===== config.mk =====
export PLATFORM = sky130hd
export DESIGN_NAME = prio_irq_ctrl
export DESIGN_NICKNAME = d
export VERILOG_FILES = /design/src/rtl/prio_irq_pkg.sv /design/src/rtl/irq_sample.sv /design/src/rtl/irq_first.sv /design/src/rtl/irq_level_track.sv /design/src/rtl/prio_irq_ctrl.sv
export SDC_FILE = /design/constraint.sdc
export NUM_CORES = 1
export LEC_CHECK = 0
export BUFFER_PORTS_ARGS = -buffer_cell sky130_fd_sc_hd__clkbuf_2
export CAP_MARGIN = 15
export CORE_ASPECT_RATIO = 1.75
export CORE_MARGIN = 2
export CORE_UTILIZATION = 51
export CTS_BUF_LIST = sky130_fd_sc_hd__clkbuf_2
export DETAILED_ROUTE_END_ITERATION = 10
export HOLD_SLACK_MARGIN = 0.03
export PLACE_DENSITY = 0.88
export SKIP_LAST_GASP = 1
export SYNTH_ARGS = -nofsm -noshare
export SYNTH_HDL_FRONTEND = slang
export SYNTH_SLANG_ARGS = --single-unit

===== constraint.sdc =====
create_clock -name clk -period 2.2 [get_ports clk]
set_clock_uncertainty 0.05 [all_clocks]
set_input_delay 0.33 -clock clk [delete_from_list [all_inputs] [get_ports clk]]
set_output_delay 0.33 -clock clk [all_outputs]
set_load 0.01 [all_outputs]

===== src/rtl/prio_irq_pkg.sv =====
package prio_irq_pkg;
  typedef enum logic {
    LVL_LO = 1'b0,
    LVL_HI = 1'b1
  } lvl_e;

  function automatic int unsigned idx_width(input int unsigned n);
    return (n > 1) ? $clog2(n) : 1;
  endfunction
endpackage


===== src/rtl/irq_sample.sv =====
module irq_sample #(
  parameter int unsigned NSRC = 8
) (
  input  logic            clk,
  input  logic            rst,
  input  logic [NSRC-1:0] pend_i,
  input  logic [NSRC-1:0] src_en_i,
  input  logic [NSRC-1:0] hi_sel_i,
  output logic [NSRC-1:0] req_lo_q,
  output logic [NSRC-1:0] req_hi_q
);
  logic [NSRC-1:0] live;
  assign live = pend_i & src_en_i;

  always_ff @(posedge clk) begin
    if (rst) begin
      req_lo_q <= '0;
      req_hi_q <= '0;
    end else begin
      req_lo_q <= live & ~hi_sel_i;
      req_hi_q <= live & hi_sel_i;
    end
  end
endmodule


===== src/rtl/irq_first.sv =====
module irq_first #(
  parameter int unsigned NSRC = 8,
  parameter int unsigned IW   = 3
) (
  input  logic [NSRC-1:0] vec_i,
  output logic            found_o,
  output logic [IW-1:0]   idx_o
);
  always_comb begin
    idx_o = '0;
    for (int i = NSRC - 1; i >= 0; i--) begin
      if (vec_i[i]) idx_o = IW'(i);
    end
  end

  assign found_o = |vec_i;
endmodule


===== src/rtl/irq_level_track.sv =====
module irq_level_track
  import prio_irq_pkg::*;
(
  input  logic clk,
  input  logic rst,
  input  logic grant_i,
  input  lvl_e grant_lvl_i,
  input  logic reti_i,
  input  logic ibound_i,
  output logic ins_lo_o,
  output logic ins_hi_o,
  output logic hold_o
);
  always_ff @(posedge clk) begin
    if (rst) begin
      ins_lo_o <= 1'b0;
      ins_hi_o <= 1'b0;
      hold_o   <= 1'b0;
    end else begin
      if (grant_i) begin
        if (grant_lvl_i == LVL_HI) ins_hi_o <= 1'b1;
        else                       ins_lo_o <= 1'b1;
      end else if (reti_i) begin
        if (ins_hi_o) ins_hi_o <= 1'b0;
        else          ins_lo_o <= 1'b0;
      end

      if (reti_i)        hold_o <= 1'b1;
      else if (ibound_i) hold_o <= 1'b0;
    end
  end
endmodule


===== src/rtl/prio_irq_ctrl.sv =====
module prio_irq_ctrl
  import prio_irq_pkg::*;
#(
  parameter int unsigned NSRC = 8,
  localparam int unsigned IW  = idx_width(NSRC)
) (
  input  logic            clk,
  input  logic            rst,
  input  logic [NSRC-1:0] pend_i,
  input  logic [NSRC-1:0] src_en_i,
  input  logic [NSRC-1:0] hi_sel_i,
  input  logic            glb_en_i,
  input  logic            reti_i,
  input  logic            ibound_i,
  output logic            vec_req_o,
  output logic [IW-1:0]   vec_idx_o,
  output logic [NSRC-1:0] clr_o
);
  logic [NSRC-1:0] req_q [2];
  logic            found [2];
  logic [IW-1:0]   first [2];
  logic            ins_lo, ins_hi, hold;
  lvl_e            cand_lvl;
  logic [IW-1:0]   cand_idx;
  logic            cand_ok;
  logic            fire;

  irq_sample #(.NSRC(NSRC)) u_sample (
    .clk      (clk),
    .rst      (rst),
    .pend_i   (pend_i),
    .src_en_i (src_en_i),
    .hi_sel_i (hi_sel_i),
    .req_lo_q (req_q[0]),
    .req_hi_q (req_q[1])
  );

  for (genvar g = 0; g < 2; g++) begin : g_lvl
    irq_first #(.NSRC(NSRC), .IW(IW)) u_first (
      .vec_i   (req_q[g]),
      .found_o (found[g]),
      .idx_o   (first[g])
    );
  end

  always_comb begin
    cand_lvl = LVL_LO;
    cand_idx = first[0];
    cand_ok  = 1'b0;
    if (found[1]) begin
      cand_lvl = LVL_HI;
      cand_idx = first[1];
      cand_ok  = !ins_hi;
    end else if (found[0]) begin
      cand_ok  = !ins_hi && !ins_lo;
    end
  end

  assign fire = ibound_i && glb_en_i && !reti_i && !hold && cand_ok;

  irq_level_track u_track (
    .clk         (clk),
    .rst         (rst),
    .grant_i     (fire),
    .grant_lvl_i (cand_lvl),
    .reti_i      (reti_i),
    .ibound_i    (ibound_i),
    .ins_lo_o    (ins_lo),
    .ins_hi_o    (ins_hi),
    .hold_o      (hold)
  );

  always_ff @(posedge clk) begin
    if (rst) begin
      vec_req_o <= 1'b0;
      vec_idx_o <= '0;
      clr_o     <= '0;
    end else begin
      vec_req_o <= fire;
      clr_o     <= fire ? (NSRC'(1) << cand_idx) : '0;
      if (fire) vec_idx_o <= cand_idx;
    end
  end
endmodule


-- Word-level counts from Yosys, hierarchy flattened
Cells that the tools add are included.
- output and inout bits: 12
- bits in registers: 31
- multiplexer cells: 29
- equality and inequality tests: 3
- reduce and logical (&&, ||, !) cells: 16
- shift operators: 1
- bitwise gates (word level): 5
- operators by type and width (operator ; number):
    $mux 3 ; 17
    $and 8x8->8 ; 3
    $reduce_or 8->1 ; 2
    $mux 1 ; 12
    $not 8->8 ; 1
    $shl 1x3->8 const A ; 1
    $ne 2x2->1 const B ; 3
    $logic_and 1x1->1 ; 5
    $logic_not 1->1 ; 4
    $reduce_bool 2->1 ; 2
    $reduce_and 3->1 ; 1
    $reduce_and 2->1 ; 1
    $reduce_or 2->1 ; 1
    $not 1->1 ; 1

-- Depth between registers and ports, before layout
Gate-level depths: netlist (run 1).
- depth after elaboration: 10
- mapped depth: 4
- gate-level depth less buffers: 4

-- Cells and area by module
From an unflattened synthesis (run 1), not the netlist that was laid out.
- cells, all modules: 129
- area total of the unflattened synthesis: 1388.8 µm²
- modules (own cells, without submodules) (module ; times used ; sequential area each (µm²) ; area an instance (µm²) ; cells each):
    prio_irq_ctrl ; 1 ; 240.2 ; 560.5 ; 55
    irq_sample ; 1 ; 320.3 ; 536.8 ; 33
    irq_first ; 2 ; 0.0 ; 81.3 ; 13
    irq_level_track ; 1 ; 60.1 ; 128.9 ; 15

-- Worst setup path after synthesis (run 1)
OpenSTA, ideal clock, no wires.
- path kind: register to register
- from: reg u_sample.req_hi_q[1]
- to: reg clr_o[2]
- clock period less this slack: 1.613 ns
- stages on the path, launching flop included: 5
- path buffers: 0
- required time: 2.062 ns
- slack: 0.587 ns
- data arrival time: 1.475 ns
- path through: dfxtp_1 or4_4 nor4_2 a22oi_2 nor4_2
- longest elaborated chain between the ends: 5
- elaborated cells on any way between the ends: 9
- those cells by class: shift (1); mux (4); bitwise (1); reduce/logical (3)
- ends and longest elaborated chain (what ; RTL line ; source):
    from (decl) ; irq_sample.sv:10 ; output logic [NSRC-1:0] req_hi_q
    from (signal assigned) ; irq_sample.sv:21 ; req_hi_q <= live & hi_sel_i;
    $reduce_or 8->1 ; irq_first.sv:16 ; assign found_o = |vec_i;
    $mux 1 ; prio_irq_ctrl.sv:50 ; if (found[1]) begin
    $logic_and 1x1->1 ; prio_irq_ctrl.sv:59 ; assign fire = ibound_i && glb_en_i && !reti_i && !hold && cand_ok;
    $not 1->1 (no source line) ; n/a ;
    $reduce_or 2->1 (no source line) ; n/a ;
    to (signal assigned) ; prio_irq_ctrl.sv:80 ; clr_o <= fire ? (NSRC'(1) << cand_idx) : '0;
    to (decl) ; prio_irq_ctrl.sv:17 ; output logic [NSRC-1:0] clr_o
Parallel ways exist; a longest one is shown, timed or not.
A chain may end at the register's enable or synchronous reset.

-- Worst setup path in the final report (run 1)
- from: reg u_sample.req_hi_q[0]
- to: reg clr_o[0]
The elaborated chain is that of the path after synthesis.

==> summary.txt, run 1 <==
Critical path
  – Buf+Inv Stages, Crit Path: 0
  – Setup crit start kind: register
  – Worst Reg-to-Reg Cells: 4
  – Worst EP arrival: approximately 2.1 ns
  – CP delay by family, top: simple AND/OR/NAND/NOR gates
  – Critical R2R Capture: clr_o[0]$_SDFF_PP0_
  – Critical R2R Launch: u_sample.req_hi_q[0]$_SDFF_PP0_
  – Largest fanout on the critical path: 5
  – Class of the most critical setup path: register to register
  – R2R Setup Slk: approximately 0.34 ns
  – Critical Path, Cell by Cell: nor4_2, nand2_1, a211oi_1, nor4_1
  – Critical path required time: approximately 2.4 ns
  – Crit. End Element: register
  – Crit path max-delay cell type: a211oi_1
  – Max incr delay on CP: between 0.5 and 0.6 ns

CTS
  – Clock H-tree levels: 2
  – Hold buffer count at CTS: 0
  – CTS clk-pin slew, worst paths: ~0.13 ns
  – CTS Buf Count: 5
  – CTS Buffer Depth: 2
  – CTS tree: built
  – Post CTS Setup Buffer Count: 0
  – Root buf cell: clkbuf_2
  – Resized Gates After CTS: 0
  – Num Clock Sinks: 31
  – Worst skew pair latency: 0.36 ns

Synth
  – Asr flop ratio synth: 0
  – Leading area contributor after synthesis: dfxtp_1
  – Synth Register Bits: 31
  – Post-synth EDFFs: 0
  – Register area share after synthesis: 0.487
  – Post-synthesis cell count: about 130
  – Main flop type after synthesis: dfxtp_1
  – Top cell type's share of synthesized area: 0.487
  – Syn Area/Cell: 10.2 um2
  – Count of different cell masters after synthesis: 34
  – Synth top area cells: dfxtp_1 49%, nor3_1 5.1%, nor3b_1 4.7%
  – Leading cell type by number of instances after synthesis: dfxtp_1
  – Area of the mapped netlist: around 0.0013 mm2
  – Synth warn: 0
  – Synthesized net count: about 150
  – Synth cell count leaders: 31 x dfxtp_1, 13 x nor3_1, 9 x nand2_1, 9 x nor2_1, 8 x nor3b_1

Power
  – Worst vdd ir: 0.497 mV
  – P per Cell Area: around 630 mW/mm2
  – Total Power: roughly 0.00097 W
  – Leakage: slightly above 0.6 nW

Finish
  – FILL cells: between 150 and 200
  – Number of inserted diodes: 0
  – Non-filler cells, final: around 200
  – Share of cells above drive strength 1: 0.359
  – Multi-input logic area: ~630 um2
  – Layout area overhead: 20.6%
  – Final nets: 200
  – Seq. cell area: a little over 600 um2

Global route
  – Antenna violations before repair: 0
  – Gr ovfl total: 0
  – Largest net degree at the start of global routing: 23
  – Global-route wire length before repair: between 4 and 5 mm
  – Vias in the first global route: 1100
  – GRT Overall Usage: 0.198

Detailed routing
  – Iteration-0 DRC count of the detailed router: 13
  – Drt first pass iters: 4
  – Vias: 1142
  – DR WL/cell: ~13 um
  – Final WL: approximately 2.5 mm
  – Drt via density: 5.83
  – Number of routed nets with antenna violations: 0
  – DR DRC count: 0

Timing
  – WHS: around 0.07 ns
  – RSZ-0062 raised after global routing: false
  – Slew margin rel.: 0.603
  – Final worst path period need: roughly 1.9 ns
  – Max frequency: between 500 and 600 MHz
  – Slew Limit Fails: 0
  – Final setup vio count: 0
  – Hold Fails Final Rpt: 0
  – Worst-Margin Slew: 0.592 ns
  – Post-route clock period utilization: 0.847
  – Final TNS setup: 0 ns

Place
  – RePlAce Congestion: a little over 0.8
  – Cells after DPL: 190
  – DPL Wire Length: 2.02 mm
  – PortBufs: 40

Min path
  – Hold Crit Start: hi_sel_i[0]
  – Hold Path Depth: 2
  – Min-delay worst type: input port to register
  – Hold Path End: u_sample.req_lo_q[0]$_SDFF_PP0_

Floorplan
  – Core Footprint: approximately 0.0024 mm2
  – Boundary Pins: a little over 40
  – Die Footprint: ~0.0029 mm2
  – Chip Width: about 42 um
  – Die H: roughly 70 um
  – Row count: 24
  – Initial Util: 0.524

Run
  – Max_cap viols: 0

Outcome
  – Status: finished, final reports clean
==> how the worst max path moves through the flow <==
stage                                         start                        end  slack (ns)  depth (start not counted)
floorplan           u_sample.req_hi_q[1]$_SDFF_PP0_        clr_o[2]$_SDFF_PP0_        0.59                          4
global placement    u_sample.req_hi_q[1]$_SDFF_PP0_  vec_idx_o[0]$_SDFFE_PP0P_        0.49                          4
detailed placement  u_sample.req_hi_q[0]$_SDFF_PP0_        clr_o[0]$_SDFF_PP0_        0.39                          4
CTS                 u_sample.req_hi_q[1]$_SDFF_PP0_        clr_o[0]$_SDFF_PP0_        0.36                          4
global route        u_sample.req_hi_q[1]$_SDFF_PP0_        clr_o[0]$_SDFF_PP0_        0.22                          4
finish              u_sample.req_hi_q[0]$_SDFF_PP0_        clr_o[0]$_SDFF_PP0_        0.34                          4
==> stage by stage <==
step,setup slack (ns),cell area [um2],util
after floorplan,0.587,1270,-
after global placement,0.486,1510,0.619
after detailed placement,0.389,1510,0.619
after CTS,0.356,1540,0.632
after global routing,0.220,1540,0.632
final,0.337,1540,0.632
==> cells by family (layout without fill, tap and decap cells) <==
group / after synthesis / after routing / share of synthesized area
simple gates: 57 / 57 / 0.301
compound gates: 31 / 31 / 0.194
flops: 31 / 31 / 0.487
buf+inv: 6 / 51 / 0.0177
==> routing by layer <==
metal	up-vias	global-route usage	routed length [um]
met5	-	0	0
met4	0	0.0932	70
met3	8	0.0620	143
met2	37	0.389	1460
met1	528	0.167	852
li1	569	-	-
==> layout make-up <==
class | instances | share of cell area
clock buffer | 6 | 0.0195
sequential | 31 | 0.404
tap | 26 | 0.0212
multi-input combinational | 88 | 0.410
inverter | 4 | 0.00977
timing repair buffer | 41 | 0.135
==> cell usage in the layout (no fill, tap or decap), drive strengths merged, types with 2 or more instances in the layout <==
cell / count
a2111oi: 2
a211oi: 7
a21oi: 6
clkbuf: 46
dfxtp: 31
inv: 4
nand2: 9
nor2: 9
nor2b: 2
nor3: 13
nor3b: 8
nor4: 9
o21a: 2
o21ai: 4
o31ai: 3
or4: 3
==> report_power, final <==
group          leakage, nW  switching, W  internal [W]
Combinational        0.344     0.0000765     0.0000656
Clock               0.0249      0.000167     0.0000717
Sequential           0.252     0.0000141      0.000575
==> flip-flops by register name (all words and copies together), names as in the netlist <==
register           cells
clr_o                  8
u_sample.req_hi_q      8
u_sample.req_lo_q      8
u_track.hold_o         1
u_track.ins_hi_o       1
u_track.ins_lo_o       1
vec_idx_o              3
vec_req_o              1
==> worst register-to-register path, cell delays in order (launching register included) <==
cell and delay (ns):
dfxtp_1 0.38, nor4_2 0.47, nand2_1 0.20, a211oi_1 0.52, nor4_1 0.13
Power figures use the tool's default switching activity.
==> inputs of run 2 (changes only) <==
ABC_AREA = 1   (was default)
CORE_UTILIZATION = 46   (was 51)
PLACE_DENSITY = 0.84   (was 0.88)
clock period = 1.7 ns   (was 2.2 ns; I/O delays follow)
==> summary.txt, run 2 <==
Outcome
  – Status: finished, final reports clean

Critical path
  – Crit. End Element: register
  – Critical path required time: 1.89 ns (-0.50 ns)
  – Setup crit start kind: register
  – Max incr delay on CP: 0.32 ns (-0.20 ns)
  – Crit path max-delay cell type: dfxtp_1
  – Buf+Inv Stages, Crit Path: 1 (+1)
  – Largest fanout on the critical path: 4 (-1)
  – CP delay by family, top: simple AND/OR/NAND/NOR gates
  – Worst EP arrival: 1.45 ns (-0.60 ns)
  – Class of the most critical setup path: register to register
  – Critical Path, Cell by Cell: inv_1, nand2_1, nor2_1, nand2_1, a21oi_2, nand3b_4, nor2_1

Timing
  – Final worst path period need: 1.26 ns (-0.605 ns)
  – Final setup vio count: 0 (unchanged)
  – Hold Fails Final Rpt: 0 (unchanged)
  – Final TNS setup: 0 ns (unchanged)
  – Worst-Margin Slew: 0.191 ns (-0.401 ns)
  – Post-route clock period utilization: 0.740 (-0.107)
  – Slew margin rel.: 0.872 (+0.268)
  – RSZ-0062 raised after global routing: false
  – Max frequency: 795 MHz (+48%)
  – Slew Limit Fails: 0 (unchanged)

Synth
  – Top cell type's share of synthesized area: 0.494 (+0.00630)
  – Post-synthesis cell count: 158 (+26%)
  – Synthesized net count: 187 (+21%)
  – Register area share after synthesis: 0.494 (+0.00630)
  – Count of different cell masters after synthesis: 22 (-35%)
  – Main flop type after synthesis: dfxtp_1
  – Synth cell count leaders: 43 x nand2_1, 31 x dfxtp_1, 21 x inv_1, 17 x nor2_1, 9 x nor3_1
  – Asr flop ratio synth: 0 (unchanged)
  – Syn Area/Cell: 7.96 um2 (-22%)
  – Leading cell type by number of instances after synthesis: nand2_1
  – Synth Register Bits: 31 (unchanged)
  – Synth top area cells: dfxtp_1 49%, nand2_1 13%, inv_1 6.3%
  – Leading area contributor after synthesis: dfxtp_1
  – Area of the mapped netlist: 0.00126 mm2 (-1.3%)
  – Post-synth EDFFs: 0 (unchanged)
  – Synth warn: 0 (unchanged)

Detailed routing
  – Drt via density: 4.67 (-20%)
  – DR WL/cell: 8.96 um (-31%)
  – Vias: 1111 (-2.7%)
  – Final WL: 2.13 mm (-16%)
  – Number of routed nets with antenna violations: 0 (unchanged)
  – Drt first pass iters: 4 (unchanged)
  – Iteration-0 DRC count of the detailed router: 9 (-4)
  – DR DRC count: 0 (unchanged)

Floorplan
  – Initial Util: 0.473 (-0.0507)
  – Row count: 25 (+4.2%)
  – Core Footprint: 0.00266 mm2 (+9.3%)
  – Die H: 73.2 um (+4.4%)
  – Chip Width: 43.5 um (+4.2%)
  – Boundary Pins: 41 (unchanged)
  – Die Footprint: 0.00318 mm2 (+8.7%)

CTS
  – Worst skew pair latency: 0.34 ns (-0.02 ns)
  – Clock H-tree levels: 2 (unchanged)
  – CTS Buffer Depth: 2 (unchanged)
  – Hold buffer count at CTS: 8 (+8)
  – Post CTS Setup Buffer Count: 0 (unchanged)
  – CTS Buf Count: 5 (unchanged)
  – Num Clock Sinks: 31 (unchanged)
  – Root buf cell: clkbuf_2
  – Resized Gates After CTS: 0 (unchanged)
  – CTS tree: built
  – CTS clk-pin slew, worst paths: 0.13 ns (about the same)

Global route
  – GRT Overall Usage: 0.164 (-0.0340)
  – Vias in the first global route: 1072 (-2.5%)
  – Global-route wire length before repair: 3.82 mm (-14%)
  – Gr ovfl total: 0 (unchanged)
  – Largest net degree at the start of global routing: 18 (-22%)
  – Antenna violations before repair: 0 (unchanged)

Finish
  – Final nets: 241 (+21%)
  – Number of inserted diodes: 0 (unchanged)
  – Layout area overhead: 27.4%
  – Share of cells above drive strength 1: 0.313 (-0.0460)
  – Biggest regs: clr_o (8), u_sample.req_hi_q (8), u_sample.req_lo_q (8)
  – Leading cell type in the layout, fill and taps excluded: clkbuf_2
  – Design Area, Final: 0.00160 mm2 (+4.2%)
  – Most frequent cells in the layout: 46 x clkbuf_2, 43 x nand2_1, 31 x dfxtp_1
  – FILL cells: 252 (+27%)

Place
  – DPL Wire Length: 1.71 mm (-15%)
  – PortBufs: 40 (unchanged)
  – RePlAce Congestion: 0.809 (-1.8%)
  – Placed inst area: 0.00149 mm2 (-1.0%)

Power
  – Leakage: 0.802 nW (+29%)
  – Worst vdd ir: 0.593 mV (+19%)
  – P per Cell Area: 771 mW/mm2 (+22%)

Run
  – Max_cap viols: 0 (unchanged)

Min path
  – Min-delay worst type: input port to register
[run 2: cells by family (layout without fill, tap and decap cells)]
family,count (synthesis),after routing,synth area share
AND/OR/NAND/NOR,97,97,0.395
buffers and inverters,25,78,0.0746
flip-flops,31,31,0.494
AO/OA/AOI/OAI,5,5,0.0368
[run 2: final cells by class]
type	count	area (um2)	share of cell area
Multi-Input combinational cell	102	543	0.339
Tap cell	27	33.8	0.0211
Timing Repair Buffer	49	288	0.180
Clock buffer	6	30.0	0.0187
Sequential cell	31	621	0.387
Inverter	23	86.3	0.0539
[run 2: worst paths after layout]
kind	from	to	slack [ns]	cells after the start
max	u_sample.req_lo_q[2]$_SDFF_PP0_	clr_o[0]$_SDFF_PP0_	0.44	7
min	ibound_i	u_track.hold_o$_SDFFE_PP0P_	0.07	2
max reg2reg	u_sample.req_lo_q[2]$_SDFF_PP0_	clr_o[0]$_SDFF_PP0_	0.44	7
min reg2reg	vec_idx_o[2]$_SDFFE_PP0P_	vec_idx_o[2]$_SDFFE_PP0P_	0.40	2
[run 2: report_power, final]
group / internal (W) / total (W) / switching (W)
Sequential: 0.000744 / 0.000751 / 0.00000744
Clock: 0.0000930 / 0.000293 / 0.000200
Combinational: 0.0000870 / 0.000191 / 0.000104
[run 2: worst reg2reg max path, stage by stage (launching register included)]
cell	delay, ns
dfxtp_1	0.32
inv_1	0.06
nand2_1	0.08
nor2_1	0.15
nand2_1	0.08
a21oi_2	0.19
nand3b_4	0.18
nor2_1	0.05
[run 2: metal layers]
metal	vias to the layer above	global-route usage	share of wire
met5	-	0	0
met3	7	0.0594	0.050
met1	480	0.130	0.32
met4	0	0.0909	0.029
li1	591	-	-
met2	33	0.320	0.60
[run 2: through the flow]
step	setup slack (ns)	std cells	utilization	hold WS [ns]	power [W]
floorplan	0.557	158	-	0.282	0.000887
global placement	0.417	224	0.561	0.380	0.000941
detailed placement	0.378	224	0.561	0.383	0.000946
CTS	0.414	238	0.602	0.0378	0.00126
global route	0.280	238	0.602	0.0548	0.00131
finish	0.442	238	0.602	0.0656	0.00123
